--- src/rtl/hpt_walker.sv ---
module hpt_walker #(
  parameter int GROUP_ENTRIES = 8
) (
  input  logic        clk,
  input  logic        rst_n,
  input  logic        req_valid,
  output logic        req_ready,
  input  logic [27:0] req_ea,
  input  logic [23:0] req_vsid,
  input  logic        req_store,
  input  logic [31:0] tbl_base,
  input  logic [31:0] tbl_mask,
  output logic        mem_req_valid,
  input  logic        mem_req_ready,
  output logic [31:0] mem_req_addr,
  input  logic        mem_rsp_valid,
  input  logic [63:0] mem_rsp_data,
  output logic        mem_wr_valid,
  input  logic        mem_wr_ready,
  output logic [31:0] mem_wr_addr,
  output logic [31:0] mem_wr_data,
  output logic        res_valid,
  output logic        res_hit,
  output logic [31:0] res_w0,
  output logic [31:0] res_w1,
  output logic [31:0] res_ra,
  output logic        res_wr_ok
);
  localparam int IDX_W  = $clog2(GROUP_ENTRIES);
  localparam int GRP_SH = $clog2(GROUP_ENTRIES * 8);
  localparam int CNT_W  = IDX_W + 2;
  localparam logic [CNT_W-1:0] ALL_EXAMS = CNT_W'(2 * GROUP_ENTRIES);

  typedef enum logic [2:0] {S_IDLE, S_RD, S_WAIT, S_WB, S_DONE} state_t;
  state_t st;

  logic [27:0]      ea_q;
  logic [23:0]      vsid_q;
  logic             store_q, phase, hit_q;
  logic [IDX_W-1:0] idx;
  logic [CNT_W-1:0] exam_cnt;
  logic [31:0]      w0_q, w1_q;

  wire [15:0] pg    = ea_q[27:12];
  wire [31:0] hash  = {8'b0, vsid_q ^ {8'b0, pg}};
  wire [31:0] hsel  = phase ? ~hash : hash;
  wire [31:0] grp   = tbl_base + ((hsel << GRP_SH) & tbl_mask);
  wire [31:0] rw0   = mem_rsp_data[63:32];
  wire [31:0] rw1   = mem_rsp_data[31:0];
  wire        match = rw0[31] && (rw0[6] == phase) &&
                      ({rw0[30:7], rw0[5:0]} == {vsid_q, pg[15:10]});
  wire [31:0] w1_new = rw1 | 32'h100 | (store_q ? 32'h80 : 32'h0);
  wire        last   = (idx == IDX_W'(GROUP_ENTRIES - 1));

  assign req_ready     = (st == S_IDLE);
  assign mem_req_valid = (st == S_RD);
  assign mem_req_addr  = grp + (32'(idx) << 3);
  assign mem_wr_valid  = (st == S_WB);
  assign mem_wr_addr   = mem_req_addr + 32'd4;
  assign mem_wr_data   = w1_q;
  assign res_valid     = (st == S_DONE);
  assign res_hit       = hit_q;
  assign res_w0        = w0_q;
  assign res_w1        = w1_q;
  assign res_ra        = {w1_q[31:12], ea_q[11:0]};
  assign res_wr_ok     = hit_q & store_q;

  always_ff @(posedge clk) begin
    if (!rst_n) begin
      st <= S_IDLE; ea_q <= '0; vsid_q <= '0; store_q <= 1'b0;
      phase <= 1'b0; hit_q <= 1'b0; idx <= '0; exam_cnt <= '0;
      w0_q <= '0; w1_q <= '0;
    end else begin
      case (st)
        S_IDLE: if (req_valid) begin
          ea_q <= req_ea; vsid_q <= req_vsid; store_q <= req_store;
          phase <= 1'b0; idx <= '0; exam_cnt <= '0; hit_q <= 1'b0;
          st <= S_RD;
        end
        S_RD: if (mem_req_ready) st <= S_WAIT;
        S_WAIT: if (mem_rsp_valid) begin
          exam_cnt <= exam_cnt + 1'b1;
          if (match) begin
            hit_q <= 1'b1; w0_q <= rw0; w1_q <= w1_new;
            st <= (w1_new != rw1) ? S_WB : S_DONE;
          end else if (!last) begin
            idx <= idx + 1'b1; st <= S_RD;
          end else if (!phase) begin
            phase <= 1'b1; idx <= '0; st <= S_RD;
          end else begin
            st <= S_DONE;
          end
        end
        S_WB: if (mem_wr_ready) st <= S_DONE;
        default: st <= S_IDLE;
      endcase
    end
  end

  a_r9_req_hold: assert property (@(posedge clk) disable iff (!rst_n)
    mem_req_valid && !mem_req_ready |=> mem_req_valid && $stable(mem_req_addr));
  a_r9_single_outstanding: assert property (@(posedge clk) disable iff (!rst_n)
    mem_req_valid && mem_req_ready |=> !mem_req_valid);
  a_r1_entry_aligned: assert property (@(posedge clk) disable iff (!rst_n)
    mem_req_valid |-> mem_req_addr[2:0] == tbl_base[2:0]);
  a_r5_miss_after_all: assert property (@(posedge clk) disable iff (!rst_n)
    res_valid && !res_hit |-> exam_cnt == ALL_EXAMS);
  a_r6_wb_sets_ref: assert property (@(posedge clk) disable iff (!rst_n)
    mem_wr_valid |-> mem_wr_data[8] && hit_q);
  a_r8_wr_ok_needs_hit: assert property (@(posedge clk) disable iff (!rst_n)
    res_valid && res_wr_ok |-> res_hit);
  a_r10_done_pulse: assert property (@(posedge clk) disable iff (!rst_n)
    res_valid |=> !res_valid && req_ready);
endmodule

--- config.mk ---
export PLATFORM = sky130hd
export DESIGN_NAME = hpt_walker
export DESIGN_NICKNAME = d
export VERILOG_FILES = /design/src/rtl/hpt_walker.sv
export SDC_FILE = /design/constraint.sdc
export NUM_CORES = 1
export LEC_CHECK = 0
export CORE_ASPECT_RATIO = 1.5
export CORE_UTILIZATION = 35
export CTS_BUF_LIST = sky130_fd_sc_hd__clkbuf_4 sky130_fd_sc_hd__clkbuf_8 sky130_fd_sc_hd__clkbuf_16
export DETAILED_ROUTE_END_ITERATION = 8
export GPL_TIMING_DRIVEN = 0
export PLACE_DENSITY = 0.69
export SETUP_SLACK_MARGIN = 0.3
export SLEW_MARGIN = 20
export SYNTH_ARGS = -nofsm -noshare
export SYNTH_HDL_FRONTEND = slang
export SYNTH_SLANG_ARGS = --single-unit
--- constraint.sdc ---
create_clock -name clk -period 7.3 [get_ports clk]
set_input_delay 2.19 -clock clk [delete_from_list [all_inputs] [get_ports clk]]
set_output_delay 2.19 -clock clk [all_outputs]
set_load 0.02 [all_outputs]
# Word level (Yosys, flattened, before mapping)

Index checks and enable logic that the tools add are counted.
Widths: inputs -> output; s select.

Register bits after elaboration: 125
Input port bits: 187
Output and inout port bits: 198
Word-level logic and storage cells: 69

Add/subtract/negate cells: 4
Eq/ne operators: 16
Mux-type cells: 25
Bitwise gates (word level): 5
Reductions and logical operators: 10

Operators by type and width:

| kind                  | count |
|---|---|
| $mux 3                | 13 |
| $add 32x3->32 const B | 1 |
| $add 32x32->32        | 1 |
| $add 32x6->32         | 1 |
| $and 32x32->32        | 1 |
| $ne 32x32->1          | 1 |
| $or 32x8->32          | 1 |
| $eq 30x30->1          | 1 |
| $mux 26               | 1 |
| $not 24->26           | 1 |
| $xor 24x16->24        | 1 |
| $pmux 3 s4            | 1 |
| $ne 2x2->1 const B    | 5 |
| $reduce_and 5->1      | 2 |
| $mux 8                | 1 |
| $reduce_and 4->1      | 2 |
| $eq 3x2->1 const B    | 2 |
| $eq 3x3->1 const B    | 2 |
| $mux 1                | 6 |
| $pmux 3 s2            | 1 |
| $ne 2x1->1 const B    | 2 |
| $pmux 1 s2            | 2 |
| $add 3x1->3 const B   | 1 |
| $eq 3x1->1 const B    | 1 |
| 8 further kinds       | 9 |

# Depth between registers and ports, before layout

Depth in word-level cells: 7
Gate-level depth with buffers: 16
Mapped depth without buffers: 13

# Worst setup path before layout

Ideal clock, no wire load.

Path type: in2out
From: input tbl_base[3]
To: output mem_wr_addr[27]
Arrival time: 5,318 ps
Data required time: 5,110 ps
Slack: -208 ps
Stages on the path: 13
Path buffers: 1
Cell sequence: ha_1 > inv_1 > fa_1 > nand2b_1 > a21oi_1 > xor2_1 > and4_2 > nand2_1 > or4_1 > buf_2 > nor3_4 > nand4_1 > xnor2_1

Word-level cells in the longest chain between the ends: 3

RTL lines:

| what                | RTL line | source |
|---|---|---|
| from (decl)         | 11       | `input logic [31:0] tbl_base,` |
| $add 32x32->32      | 47       | `wire [31:0] grp = tbl_base + ((hsel << GRP_SH) & tbl_mask);` |
| $add 32x6->32       | 57       | `assign mem_req_addr = grp + (32'(idx) << 3);` |
| via mem_req_addr[7] | 15       | `output logic [31:0] mem_req_addr,` |
| $add 32x3->32       | 59       | `assign mem_wr_addr = mem_req_addr + 32'd4;` |
| to (decl)           | 20       | `output logic [31:0] mem_wr_addr,` |

The timed path passes the listed nets, and every way through them passes these cells.

# Final worst setup path

From: input tbl_mask[17]
To: output mem_wr_addr[29]

Word-level cells in the longest chain between the ends: 4

RTL lines:

| what           | RTL line | source |
|---|---|---|
| from (decl)    | 12       | `input logic [31:0] tbl_mask,` |
| $and 32x32->32 | 47       |  |
| $add 32x32->32 | 47       |  |
| $add 32x6->32  | 57       |  |
| $add 32x3->32  | 59       |  |

Every way passes these cells.

==> out/qor.txt <==
Setup CP Type: input pin to output pin
CP required: 5110 ps
Multi-input gate area: 6410 sq um
Setup Viol. Count Final: 5
Total core area: 23800 sq um
Met3 usage: 6.04%
DIE HEIGHT: 194 um
# port buffers: 375
Via/cell ratio: 4.98
Number of antenna violations at the first check in global routing: 7
Post-synth EDFFs: 0
RSZ-0062 raised after global routing: true
Initial Util: 36.0%
Met1 Use GR: 25.8%
GRT Overall Usage: 26.8%
FMAX: 0.136 GHz
Clk_skew: 12.9 ps
Maximum vdd drop: 157 uV
Final Hold Viols: 0
DRC errors left: 0
Vias in the first global route: 9408
Fin cells: 1904
Failing checks: negative setup slack
Fin crit share: 101%
Mapped Avg Cell Area: 7.95 sq um
Via count: 9488
Synth Cell Area: 8570 sq um
Run status: finished with violations
Main flop type after synthesis: dfxtp_1
Max Cap Viol: 0
Worst slew margin: 52.8%
Dpl cells: 1772
Worst Setup End Kind: output pin
Skew-Pair Late Insertion Delay: 420 ps
Min-Delay Path Class: flip-flop to flip-flop
GRT busiest layer: met2
Mapped Nets: 1297
Met2 Track Usage GR: 51.1%
Largest net degree at the start of global routing: 17
Synth warnings: 0
First-pass GRT wire length: 50900 um
Sequential fraction of the synthesis area: 29.2%
CP max FO: 5
CTS tree: yes
H-Tree Depth: 4
Layout overhead on the synthesized area: 78.0%
Hold WS: 450 ps
Post-CTS Hold Buffers: 0
Root Buffer: clkbuf_16
Fin nets: 1786
Power density cells: 243 nW/um^2
Post-route setup slack: -65.1 ps
Starting DRT DRC Count: 374
Final Slew Violations: 0
Yosys top cell area share: 29.2%
DIE WIDTH: 130 um
Worst endpoint data arrival time: 5180 ps
Drt total wl: 35400 um
Num CTS Buffers: 17
I/O pin count: 385
Startpoint Class: input pin
GP Congestion: 0.914
Leakage: 5.96 nW
Cell row count: 69
Post-Synthesis Cells: 1078
1st-pass router iterations: 5
Setup TNS: -159 ps
Fraction of layout cells with a size suffix above 1: 25.8%
Synth area leaders: dfxtp_1 (29%), nand2_1 (12%), xnor2_1 (7.5%)
Die Area: 25100 sq um
Total Power: 3.71 mW
DP HPWL: 26500 um
Worst-Margin Slew: 708 ps
CTS max path bufs: 2
Clock transition at path regs: 60 ps
Post-DRT Antenna Nets: 0
Filler instances: 2026
Asr flop ratio synth: 0%
Reg area: 2500 sq um
Sink Count: 125
Count of state elements after synthesis: 125
Synth cell types: 73
WL per Instance: 18.6 um
Total global routing overflow: 0
Area leader, netlist: dfxtp_1
Final min period: 7370 ps
routing by layer:
| layer | vias up | routed length [um] |
|---|---|---|
| met3 | 85 | 2270 |
| met1 | 4453 | 12100 |
| li1 | 4558 | - |
| met4 | 2 | 1580 |
| met5 | - | 11 |
| met2 | 390 | 19500 |
logic make-up (layout without fill, tap and decap cells):
logic type | after synthesis | after routing | share of synthesized area, %
AO/OA/AOI/OAI | 228 | 228 | 19.5
XOR/XNOR | 123 | 123 | 13.1
adder cells (fa/ha/maj) | 32 | 32 | 4.76
buffers and inverters | 143 | 644 | 10.1
flip-flops | 125 | 125 | 29.2
multiplexers | 2 | 2 | 0.234
other | 0 | 6 | 0
AND/OR/NAND/NOR | 425 | 425 | 23.2
flip-flops by register name, summed over array words and instances, names as in the netlist:
signal       count
idx              3
st               3
ea_q            28
mem_wr_data     32
res_hit          1
vsid_q          24
phase            1
store_q          1
res_w0          32
cell usage after synthesis, drive strengths merged, types with 4 or more instances:
| cell | number |
|---|---|
| o21bai | 4 |
| buf | 86 |
| nor2 | 25 |
| o211ai | 6 |
| clkbuf | 34 |
| inv | 23 |
| a21oi | 37 |
| nand3 | 18 |
| nand4 | 13 |
| nand2b | 5 |
| nand4b | 4 |
| nor2b | 5 |
| dfxtp | 125 |
| a21o | 9 |
| o21ai | 17 |
| a21boi | 121 |
| nor4 | 15 |
| and4 | 7 |
| o21a | 5 |
| nor3 | 10 |
| and2 | 34 |
| or4 | 4 |
| xnor2 | 73 |
| xor2 | 50 |
| nor3b | 7 |
| a211oi | 7 |
| nand2 | 265 |
| ha | 31 |
final timing paths:
check	start	end	slack [ps]	cells past startpoint
max	tbl_mask[17]	mem_wr_addr[29]	-70	16
min reg2reg	res_w0[16]	res_w0[16]	450	2
max reg2reg	vsid_q[19]	mem_wr_data[16]	4070	9
min	res_w0[16]	res_w0[16]	450	2
worst max-delay path: stages:
cell,delay [ps]
clkdlybuf4s15_1,200
and2_4,170
ha_4,230
buf_6,120
and2_0,150
buf_4,150
a21o_1,220
a311oi_2,310
o211ai_1,180
a21oi_2,260
xnor2_4,190
and4_1,270
buf_4,130
nand3_4,60
xnor2_2,170
buf_4,160
area by class of cell:
cell class	instances	area share, %
antenna	6	0.0984
buffer	120	5.35
clock buffer	24	3.30
clock inverter	7	0.722
inverter	23	0.566
multi-input combinational	810	42.0
sequential	125	16.4
tap	319	2.62
timing repair buffer	470	28.9
power breakdown:
group	switching, mW	internal [mW]
clock network	0.306	0.580
registers	0.0368	0.720
logic	1.08	0.985
metrics by stage:
stage          utilization, %  setup slack, ps  cell area [sq um]
2_1_floorplan               -             73.5               8910
6_report                 64.0            -65.1              15300
4_1_cts                  61.8            -6.68              14700
3_5_place_dp             54.8            -1290              13100
3_3_place_gp             54.8            -1290              13100
5_1_grt                  64.0             -155              15300
layout by cell type, fill, tap and decap left out, drive strengths merged, types with 7 or more instances in the layout:
cell type and count:
buf 201, xor2 50, inv 23, ha 31
a21o 9, and2 34, a21boi 121, nor2 25
clkbuf 68, and4 7, dfxtp 125, nor4 15
o21ai 17, a211oi 7, a21oi 37, clkdlybuf4s50 315
nor3 10, xnor2 73, nand2 265, clkdlybuf4s15 8
nor3b 7, nand4 13, dlygate4sd2 19, nand3 18
repair_timing:
item	in CTS	in global routing
pin swaps	81	65
resized for setup	265	92
buffers inserted	66	29
setup endpoints to repair	44	33
(Power assumes the default switching activity.)
